<file path="src/rtl/tlbf_pkg.sv">
// Package: shared types of the regime-scoped TLB flush engine.
// Assumes: the security code is two bits, and one tag encoding is used for
// both entries and commands.
package tlbf_pkg;

    localparam logic [1:0] SEC_SECURE = 2'b00;
    localparam logic [1:0] SEC_NONSEC = 2'b01;
    localparam logic [1:0] SEC_RSVD   = 2'b10;
    localparam logic [1:0] SEC_REALM  = 2'b11;

    // Scope tag held per entry; only what the flush compare needs.
    typedef struct packed {
        logic       el10;
        logic [1:0] sec;
        logic       xs;
    } ent_attr_t;

    typedef enum logic [1:0] {
        FL_IDLE  = 2'b00,
        FL_SWEEP = 2'b01,
        FL_DRAIN = 2'b10
    } flush_st_e;

endpackage

</file>
<file path="src/rtl/tlbf_entry_array.sv">
// Module: valid bits and scope tags of the TLB entries.
// One write port (fill) and one clear port (sweep); one tag read port.
// Assumes: the caller never asserts write and clear for the same entry
// in the same cycle (the top blocks fills while sweeping).
module tlbf_entry_array
    import tlbf_pkg::*;
#(
    parameter int ENTRIES = 16,
    localparam int IDX_W = (ENTRIES > 1) ? $clog2(ENTRIES) : 1
) (
    input  logic               clk,
    input  logic               rst_n,
    input  logic               wr_en,
    input  logic [IDX_W-1:0]   wr_idx,
    input  ent_attr_t          wr_attr,
    input  logic               clr_en,
    input  logic [IDX_W-1:0]   clr_idx,
    input  logic [IDX_W-1:0]   rd_idx,
    output ent_attr_t          rd_attr,
    output logic [ENTRIES-1:0] valid
);

    ent_attr_t attr_q [ENTRIES];

    for (genvar i = 0; i < ENTRIES; i++) begin : g_ent
        // Valid bit: set by a fill, dropped by a sweep clear.
        always_ff @(posedge clk) begin
            if (!rst_n) begin
                valid[i] <= 1'b0;
            end else if (wr_en && (wr_idx == IDX_W'(i))) begin
                valid[i] <= 1'b1;
            end else if (clr_en && (clr_idx == IDX_W'(i))) begin
                valid[i] <= 1'b0;
            end
        end

        // Scope tag: captured on a fill.
        always_ff @(posedge clk) begin
            if (!rst_n) begin
                attr_q[i] <= '0;
            end else if (wr_en && (wr_idx == IDX_W'(i))) begin
                attr_q[i] <= wr_attr;
            end
        end
    end

    // Tag read for the entry the sweep is visiting.
    assign rd_attr = attr_q[rd_idx];

endmodule

</file>
<file path="src/rtl/tlbf_scope_match.sv">
// Module: decides whether one entry falls inside the flush scope.
// Assumes: with REALM_EN=0 only the low (NS) selector bit is meaningful.
module tlbf_scope_match
    import tlbf_pkg::*;
#(
    parameter bit REALM_EN      = 1'b1,
    parameter bit NXS_CLEARS_XS = 1'b0
) (
    input  logic      ent_valid,
    input  ent_attr_t attr,
    input  logic [1:0] sel_sec,
    input  logic      sel_nxs,
    output logic      hit
);

    logic [1:0] eff_sec;
    logic       sel_rsvd;
    logic       keep_xs;

    if (REALM_EN) begin : g_three_state
        assign eff_sec  = sel_sec;
        assign sel_rsvd = (sel_sec == SEC_RSVD);
    end else begin : g_two_state
        assign eff_sec  = {1'b0, sel_sec[0]};
        assign sel_rsvd = 1'b0;
    end

    // The XS-excluding variant spares XS entries unless built to clear them.
    assign keep_xs = sel_nxs && attr.xs && !NXS_CLEARS_XS;

    // Scope test: regime, security state and XS policy only.
    assign hit = ent_valid && attr.el10 && !sel_rsvd &&
                 (attr.sec == eff_sec) && !keep_xs;

endmodule

</file>
<file path="src/rtl/tlbf_drain_track.sv">
// Module: in-flight access counters per XS class, with snapshots taken
// when a command starts.
// Assumes: accesses of one class retire in issue order, so each retire
// while a snapshot is nonzero retires one of the snapshotted accesses.
// At most one issue and one retire per cycle.
module tlbf_drain_track #(
    parameter int CNT_W = 8
) (
    input  logic clk,
    input  logic rst_n,
    input  logic issue_vld,
    input  logic issue_xs,
    input  logic retire_vld,
    input  logic retire_xs,
    input  logic capture,
    input  logic need_xs1,
    output logic drained
);

    logic [1:0] inc;
    logic [1:0] dec;
    logic [1:0] snap_zero;

    assign inc = {issue_vld & issue_xs, issue_vld & ~issue_xs};
    assign dec = {retire_vld & retire_xs, retire_vld & ~retire_xs};

    for (genvar c = 0; c < 2; c++) begin : g_cls
        logic [CNT_W-1:0] live_q;
        logic [CNT_W-1:0] snap_q;

        // Live count of accesses of this class still in flight.
        always_ff @(posedge clk) begin
            if (!rst_n) begin
                live_q <= '0;
            end else if (inc[c] && !dec[c]) begin
                live_q <= live_q + 1'b1;
            end else if (dec[c] && !inc[c]) begin
                live_q <= live_q - 1'b1;
            end
        end

        // Snapshot: loaded at command start, counts down on retires.
        always_ff @(posedge clk) begin
            if (!rst_n) begin
                snap_q <= '0;
            end else if (capture) begin
                snap_q <= live_q - CNT_W'(dec[c]);
            end else if (dec[c] && (snap_q != '0)) begin
                snap_q <= snap_q - 1'b1;
            end
        end

        assign snap_zero[c] = (snap_q == '0);
    end

    // Drained when the required snapshots have reached zero.
    assign drained = snap_zero[0] && (snap_zero[1] || !need_xs1);

endmodule

</file>
<file path="src/rtl/tlb_regime_flush.sv">
// Module: top of the regime-scoped TLB flush engine.
// Takes a command when idle, sweeps one entry per clock clearing the
// in-scope ones, waits for the snapshotted accesses to drain, then pulses
// flush_done. Fills are stalled for the whole operation.
// Assumes: requesters hold fill_valid while fill_stall is high; commands
// that arrive while busy are dropped.
module tlb_regime_flush
    import tlbf_pkg::*;
#(
    parameter int ENTRIES       = 16,
    parameter int CNT_W         = 8,
    parameter bit REALM_EN      = 1'b1,
    parameter bit NXS_CLEARS_XS = 1'b0,
    localparam int IDX_W = (ENTRIES > 1) ? $clog2(ENTRIES) : 1
) (
    input  logic               clk,
    input  logic               rst_n,
    input  logic               cmd_valid,
    input  logic [1:0]         cmd_sec,
    input  logic               cmd_nxs,
    input  logic               fill_valid,
    input  logic [IDX_W-1:0]   fill_idx,
    input  logic               fill_el10,
    input  logic [1:0]         fill_sec,
    input  logic               fill_xs,
    output logic               fill_stall,
    input  logic               acc_issue,
    input  logic               acc_issue_xs,
    input  logic               acc_retire,
    input  logic               acc_retire_xs,
    output logic [ENTRIES-1:0] entry_valid
    ,
    output logic               flush_done
);

    localparam logic [IDX_W-1:0] LAST_IDX = IDX_W'(ENTRIES - 1);

    flush_st_e        state_q;
    logic [IDX_W-1:0] sweep_idx_q;
    logic [1:0]       run_sec_q;
    logic             run_nxs_q;
    logic             done_q;

    logic             accept;
    logic             wr_en;
    logic             clr_en;
    logic             hit;
    logic             drained;
    ent_attr_t        wr_attr;
    ent_attr_t        rd_attr;

    assign accept     = cmd_valid && (state_q == FL_IDLE);
    assign fill_stall = (state_q != FL_IDLE);
    assign wr_en      = fill_valid && (state_q == FL_IDLE);
    assign clr_en     = (state_q == FL_SWEEP) && hit;
    assign wr_attr    = '{el10: fill_el10, sec: fill_sec, xs: fill_xs};
    assign flush_done = done_q;

    tlbf_entry_array #(
        .ENTRIES (ENTRIES)
    ) u_array (
        .clk     (clk),
        .rst_n   (rst_n),
        .wr_en   (wr_en),
        .wr_idx  (fill_idx),
        .wr_attr (wr_attr),
        .clr_en  (clr_en),
        .clr_idx (sweep_idx_q),
        .rd_idx  (sweep_idx_q),
        .rd_attr (rd_attr),
        .valid   (entry_valid)
    );

    tlbf_scope_match #(
        .REALM_EN      (REALM_EN),
        .NXS_CLEARS_XS (NXS_CLEARS_XS)
    ) u_match (
        .ent_valid (entry_valid[sweep_idx_q]),
        .attr      (rd_attr),
        .sel_sec   (run_sec_q),
        .sel_nxs   (run_nxs_q),
        .hit       (hit)
    );

    tlbf_drain_track #(
        .CNT_W (CNT_W)
    ) u_drain (
        .clk        (clk),
        .rst_n      (rst_n),
        .issue_vld  (acc_issue),
        .issue_xs   (acc_issue_xs),
        .retire_vld (acc_retire),
        .retire_xs  (acc_retire_xs),
        .capture    (accept),
        .need_xs1   (!run_nxs_q),
        .drained    (drained)
    );

    // Sequencer: idle -> sweep every entry -> wait for drain -> idle.
    always_ff @(posedge clk) begin
        if (!rst_n) begin
            state_q     <= FL_IDLE;
            sweep_idx_q <= '0;
        end else begin
            case (state_q)
                FL_IDLE: begin
                    if (accept) begin
                        state_q     <= FL_SWEEP;
                        sweep_idx_q <= '0;
                    end
                end
                FL_SWEEP: begin
                    if (sweep_idx_q == LAST_IDX) begin
                        state_q <= FL_DRAIN;
                    end else begin
                        sweep_idx_q <= sweep_idx_q + 1'b1;
                    end
                end
                FL_DRAIN: begin
                    if (drained) begin
                        state_q <= FL_IDLE;
                    end
                end
                default: state_q <= FL_IDLE;
            endcase
        end
    end

    // Command latch: selector and variant held for the whole operation.
    always_ff @(posedge clk) begin
        if (!rst_n) begin
            run_sec_q <= SEC_RSVD;
            run_nxs_q <= 1'b0;
        end else if (accept) begin
            run_sec_q <= cmd_sec;
            run_nxs_q <= cmd_nxs;
        end
    end

    // Completion pulse: one cycle, as the engine returns to idle.
    always_ff @(posedge clk) begin
        if (!rst_n) begin
            done_q <= 1'b0;
        end else begin
            done_q <= (state_q == FL_DRAIN) && drained;
        end
    end

endmodule

</file>
<file path="config.mk">
export PLATFORM = sky130hd
export DESIGN_NAME = tlb_regime_flush
export DESIGN_NICKNAME = d
export VERILOG_FILES = /design/src/rtl/tlbf_pkg.sv /design/src/rtl/tlbf_entry_array.sv /design/src/rtl/tlbf_scope_match.sv /design/src/rtl/tlbf_drain_track.sv /design/src/rtl/tlb_regime_flush.sv
export SDC_FILE = /design/constraint.sdc
export NUM_CORES = 1
export LEC_CHECK = 0
export BUFFER_PORTS_ARGS = -buffer_cell sky130_fd_sc_hd__buf_2
export CAP_MARGIN = 15
export CORE_AREA = 10 10 122 124
export CTS_CLUSTER_DIAMETER = 200
export CTS_CLUSTER_SIZE = 16
export DETAILED_ROUTE_END_ITERATION = 10
export DIE_AREA = 0 0 132 134
export PLACE_DENSITY = 0.74
export REMOVE_ABC_BUFFERS = 1
export SLEW_MARGIN = 20
export SYNTH_ARGS = -nofsm -noshare
export SYNTH_HDL_FRONTEND = slang
export SYNTH_SLANG_ARGS = --single-unit
</file>
<file path="constraint.sdc">
create_clock -name clk -period 7 [get_ports clk]
set_input_delay 0.35 -clock clk [delete_from_list [all_inputs] [get_ports clk]]
set_output_delay 0.35 -clock clk [all_outputs]
set_load 0.1 [all_outputs]
</file>
==> results.toml, run 1 <==
[run_status]
status = "completed"

[critical_path]
arrival_ns = 3.40
crit_type = "flip-flop to flip-flop"
end_kind = "flip-flop"
start_kind = "flip-flop"
required_ns = 7.29
r2r_setup_slack_ns = 3.90
cp_max_fo = 14

[place]
dp_hpwl_mm = 10.8
dp_cells = 814
dp_slack_ns = 3.95
port_buffers = 36
gp_congestion = 0.905

[run]
cap_violations = 0

[floorplan]
die_y_um = 134
chipWidth_um = 132
start_util = 0.535
core_um2 = 12500
rows = 41
ios = 37
fp.dieArea_um2 = 17700

[global_route]
grt.overflow.total = 0
antenna_found_initial = 0
grt_pass1_wl_mm = 24.5
grt_pass1_vias = 4828
grt_use_total = 0.175
grt_start_max_net_pins = 80

[clocking]
clock_latency_ns = 0.43
clock-root-buffer = "clkbuf_16"
htreeDepth = 4
cts_tree = "done"
clk_pin_slew_worst_paths_ns = 0.05
post_cts_resized = 0
clockBufferDepth = 2
numCtsBuffers = 17
ctsHoldBuffers = 0
cts_sinks = 126
post_cts_buffers = 0

[synthesis]
ys_async_sr_fraction = 0
ys_types = 50
netlist_instances = 634
synth_compound_area_frac = 0.109
yosysTopAreaCell = "edfxtp_1"
synth_seq_cells = 126
yosys.area.top_type_share = 0.288
synth.area.top_cells = "edfxtp_1 (29%), dfxtp_1 (19%), and2_1 (7.3%), mux4_2 (6.8%), ha_1 (4.9%)"
synth_simple_gate_area_frac = 0.188
synth_ff_type = "edfxtp_1"
synth_fa_ha_area_frac = 0.0548
synthXorXnorAreaFrac = 0.0513
synth_mux_area_frac = 0.0875
yosysWarnings = 0
syn_area_um2 = 6660
avgSynthCellArea_um2 = 10.5
synth_seq_area_share = 0.475
synth_top_family_by_area = "simple AND/OR/NAND/NOR gates"
synth_edf_count = 64

[power]
power_density_nw_per_um2 = 272
peakVddDrop_mv = 0.204
leakage_nw = 2.90

[sta]
setup_viol = 0
tns_ns = 0
period_minus_slack_ns = 3.10
clock_skew_ns = 0.00726
layout_setup_ws_ns = 3.90
worst_pin_slew_ns = 0.859
max_freq_mhz = 322
rsz0062_at_grt = "no"
finalCritPeriodShare = 0.443
finalHoldViolCount = 0
slew_violations = 0
relSlewSlack = 0.427

[final_layout]
utilization = 0.599
final_net_count = 708
area_growth_pct = 12.1
instances_no_fill = 846
drive_gt1_frac = 0.135
diodes = 0

[min_path]
hold_class = "input port to flip-flop"

[routing]
drt_iter0_markers = 403
highest_layer = "met4"
drc_errors = 0
ant_nets = 0
avgRoutedWirePerCell_um = 17.7
viasPerCell = 5.68
routed_wl_mm = 14.9
met1_length_mm = 6.20
routed-via-count = 4804
met2_length_mm = 7.28
drtPass1Iterations = 4
met3_length_um = 997
## cells in the mapped netlist, drive strengths merged, types with 2 or more instances
| master | count |
|---|---|
| mux2 | 2 |
| o21a | 5 |
| edfxtp | 64 |
| a22oi | 2 |
| o21ai | 42 |
| nor2b | 6 |
| ha | 26 |
| and3 | 6 |
| mux4 | 21 |
| buf | 5 |
| dfxtp | 62 |
| clkbuf | 24 |
| a2111oi | 3 |
| nor2 | 44 |
| xor2 | 15 |
| xnor2 | 24 |
| nand3b | 5 |
| and2 | 78 |
| a31oi | 9 |
| nor3 | 9 |
| a211oi | 3 |
| nand4b | 2 |
| a21oi | 41 |
| inv | 29 |
| nand4 | 2 |
| nand2b | 8 |
| nor4 | 3 |
| o211a | 5 |
| or2 | 2 |
| mux2i | 8 |
| or4 | 5 |
| a21boi | 5 |
| fa | 2 |
| nand3 | 14 |
| or3 | 3 |
| a21o | 2 |
| nand2 | 36 |
| and4bb | 2 |
| and4 | 2 |
| o21bai | 4 |
## cells in the final DEF (no fill, tap or decap), types with 6 or more instances in the layout
| cell | synthesis | routed |
|---|---|---|
| nor2b_1 | 6 | 6 |
| buf_2 | 2 | 36 |
| nor3_1 | 9 | 9 |
| o21ai_0 | 42 | 42 |
| dfxtp_1 | 62 | 62 |
| and3_1 | 6 | 6 |
| ha_1 | 26 | 26 |
| mux2i_1 | 7 | 7 |
| a31oi_1 | 9 | 9 |
| clkbuf_16 | 0 | 17 |
| mux4_2 | 20 | 20 |
| a21oi_1 | 41 | 41 |
| nor2_1 | 44 | 44 |
| nand2_1 | 36 | 36 |
| nand3_1 | 14 | 14 |
| and2_1 | 78 | 78 |
| xnor2_1 | 24 | 24 |
| xor2_1 | 15 | 15 |
| nand2b_1 | 8 | 8 |
| edfxtp_1 | 64 | 64 |
| inv_1 | 29 | 29 |
## routing by layer
metal,vias up,GRT usage
li1,2318,-
met1,2287,0.208
met2,161,0.283
met3,38,0.0519
met4,0,0.0902
met5,-,0
## where the power goes
part	switching, W	internal [W]
Sequential	0.0000553	0.000829
Combinational	0.000195	0.000160
Clock	0.000305	0.000490
Total	0.000555	0.00148
## critical path, cell delays in order (launching register included)
cell       delay [ns]
dfxtp_1          0.75
mux4_1           0.64
mux4_2           0.55
mux2i_2          0.20
a2111oi_2        0.33
nor2b_1          0.37
a31oi_1          0.13
## worst paths after layout
path	startpoint	to	depth (start not counted)
max	flip-flop	u_array.valid[15]$_SDFFE_PN0P_	6
min	cmd_sec[1]	run_sec_q[1]$_SDFFE_PN1P_	3
max reg2reg	flip-flop	u_array.valid[15]$_SDFFE_PN0P_	6
min reg2reg	state_q[1]$_SDFFE_PN0P_	flush_done$_SDFF_PN0_	2
## final cells by class
type                            count  area (um2)
Inverter                           29         109
Sequential cell                   126        3160
Timing Repair Buffer               37         188
Tap cell                          172         215
Fill cell                        1049        4990
Clock inverter                      9        70.1
Multi-Input combinational cell    450        3270
Clock buffer                       23         458
## metrics by stage
stage	hold slack [ns]	total power [W]	instance area, um2
6_report	0.170	0.00203	7470
4_1_cts	0.145	0.00204	7470
3_5_place_dp	0.482	0.00125	6940
3_3_place_gp	0.479	0.00124	6940
5_1_grt	0.175	0.00213	7470
2_1_floorplan	0.422	0.00116	6540
## sequential cells by signal, indices dropped and copies added (netlist names), named ones only
signal	count
u_array.valid	16
u_array.attr_q	64
state_q	2
u_drain.g_cls.snap_q	16
u_drain.g_cls.live_q	16
run_nxs_q	1
sweep_idx_q	4
flush_done	1
run_sec_q	2
## cell families (layout without fill, tap and decap cells)
kind of cell / count (synthesis) / in the layout
DFF: 126 / 126
buffers and inverters: 58 / 98
AOI/OAI and AO/OA: 123 / 123
adders and majority gates: 28 / 28
and+or+nand+nor: 229 / 229
xor gates and xnor gates: 39 / 39
muxes: 31 / 31
(Power assumes the default switching activity.)
==> run 2: changes to the inputs <==
Settings changed: PLACE_DENSITY 0.74 to 0.77.
Clock period 7 ns to 2.8 ns, I/O delays scaled along.
==> run 2 against run 1 <==
Net effect: non-clock buffer count is 21 higher; setup slack worse by 3.7 ns; register-to-register slack worse by 3.7 ns; clock-buffer cell count is 3 lower; sequential power is 150% higher; fmax is 18% higher; hold slack better by 0.051 ns; critical path depth stayed put; critical endpoint is now u_array.valid[5]$_SDFFE_PN0P_; largest power group is now the clock network.
==> results.toml, run 2 (same netlist as run 1, synthesis figures left out) <==
[floorplan]
fp.dieArea_um2 = 17700
ios = 37
chipWidth_um = 132
rows = 41
core_um2 = 12500
start_util = 0.535
die_y_um = 134

[sta]
rsz0062_at_grt = "no"
finalCritPeriodShare = 0.942
tns_ns = 0
finalHoldViolCount = 0
setup_viol = 0
worst_pin_slew_ns = 0.712
slew_violations = 0
period_minus_slack_ns = 2.64
relSlewSlack = 0.519
max_freq_mhz = 379
clock_skew_ns = 0.00565

[place]
gp_congestion = 0.936
dp_cells = 832
dp_hpwl_mm = 11.2
port_buffers = 36
place_area_um2 = 7090

[global_route]
antenna_found_initial = 1
grt_pass1_wl_mm = 25.7
grt_start_max_net_pins = 60
grt_use_total = 0.183
grt_pass1_vias = 4989
grt.overflow.total = 0

[power]
power_density_nw_per_um2 = 693
peakVddDrop_mv = 0.500
leakage_nw = 3.04

[routing]
viasPerCell = 5.69
drc_errors = 0
avgRoutedWirePerCell_um = 18.3
drt_iter0_markers = 405
routed-via-count = 4932
drtPass1Iterations = 5
routed_wl_mm = 15.8
ant_nets = 0

[final_layout]
design_area_um2 = 7730
final_common_cell = "and2_1"
instances_no_fill = 867
final_net_count = 729
utilization = 0.620
diodes = 0
largest_reg_flops = 64
mostFrequentLayoutCells = "and2_1 (78), edfxtp_1 (64), dfxtp_1 (62)"
top_register = "u_array.attr_q"
drive_gt1_frac = 0.165
area_growth_pct = 16.0

[critical_path]
required_ns = 3.09
end_kind = "flip-flop"
start_kind = "flip-flop"
cp_max_fo = 5
arrival_ns = 2.93
crit_type = "flip-flop to flip-flop"

[clocking]
clk_pin_slew_worst_paths_ns = 0.06
clock_latency_ns = 0.42
numCtsBuffers = 17
clockBufferDepth = 2
htreeDepth = 4
clock-root-buffer = "clkbuf_16"
cts_sinks = 126
cts_tree = "done"

[run]
cap_violations = 0

[run_status]
status = "completed"

[min_path]
hold_class = "input port to flip-flop"
## run 2: worst max-delay path: stages, from the launching register on
cell and delay, ns:
dfxtp_1 0.47, mux4_1 0.59, mux4_2 0.54, mux2i_2 0.21
a2111oi_4 0.29, and4bb_4 0.32, a31oi_1 0.10
## run 2: path summary, 6_finish.rpt
check | startpoint | end | slack [ns] | depth (start not counted)
max | flip-flop | u_array.valid[5]$_SDFFE_PN0P_ | 0.16 | 6
min | fill_sec[0] | u_array.attr_q[0][1]$_SDFFCE_PN0P_ | 0.22 | 2
min reg2reg | state_q[1]$_SDFFE_PN0P_ | flush_done$_SDFF_PN0_ | 0.49 | 2
max reg2reg | flip-flop | u_array.valid[5]$_SDFFE_PN0P_ | 0.16 | 6
## run 2: layer usage
metal,global-route usage,vias up,routed length [um]
li1,-,2354,-
met1,0.214,2357,6470
met2,0.309,187,7940
met3,0.0534,32,1100
met4,0.0773,2,310
met5,0,-,13
## run 2: per-stage QoR
stage,hold WS [ns],worst slack [ns],power (W)
2_1_floorplan,0.212,0.162,0.00290
3_3_place_gp,0.362,0.230,0.00312
3_5_place_dp,0.354,0.0879,0.00316
4_1_cts,0.194,0.00265,0.00538
5_1_grt,0.245,0.0790,0.00560
6_report,0.221,0.162,0.00536
## run 2: layout make-up
class	count	area (um2)
Clock buffer	20	447
Clock inverter	12	144
Fill cell	981	4730
Inverter	29	109
Multi-Input combinational cell	450	3290
Sequential cell	126	3160
Tap cell	172	215
Timing Repair Buffer	58	365
## run 2: report_power, final
group | leakage (nW) | switching (W) | internal [W]
Sequential | 1.17 | 0.000131 | 0.00207
Combinational | 1.58 | 0.000523 | 0.000425
Clock | 0.289 | 0.000794 | 0.00141
Total | 3.04 | 0.00145 | 0.00391
## run 2: what timing repair did
item / in CTS / in global routing
hold buffers: 3 / 0
hold endpoints to repair: 3 / 0
resized for setup: 0 / 3
endpoints found under the setup margin: 0 / 10
buffers inserted: 0 / 0
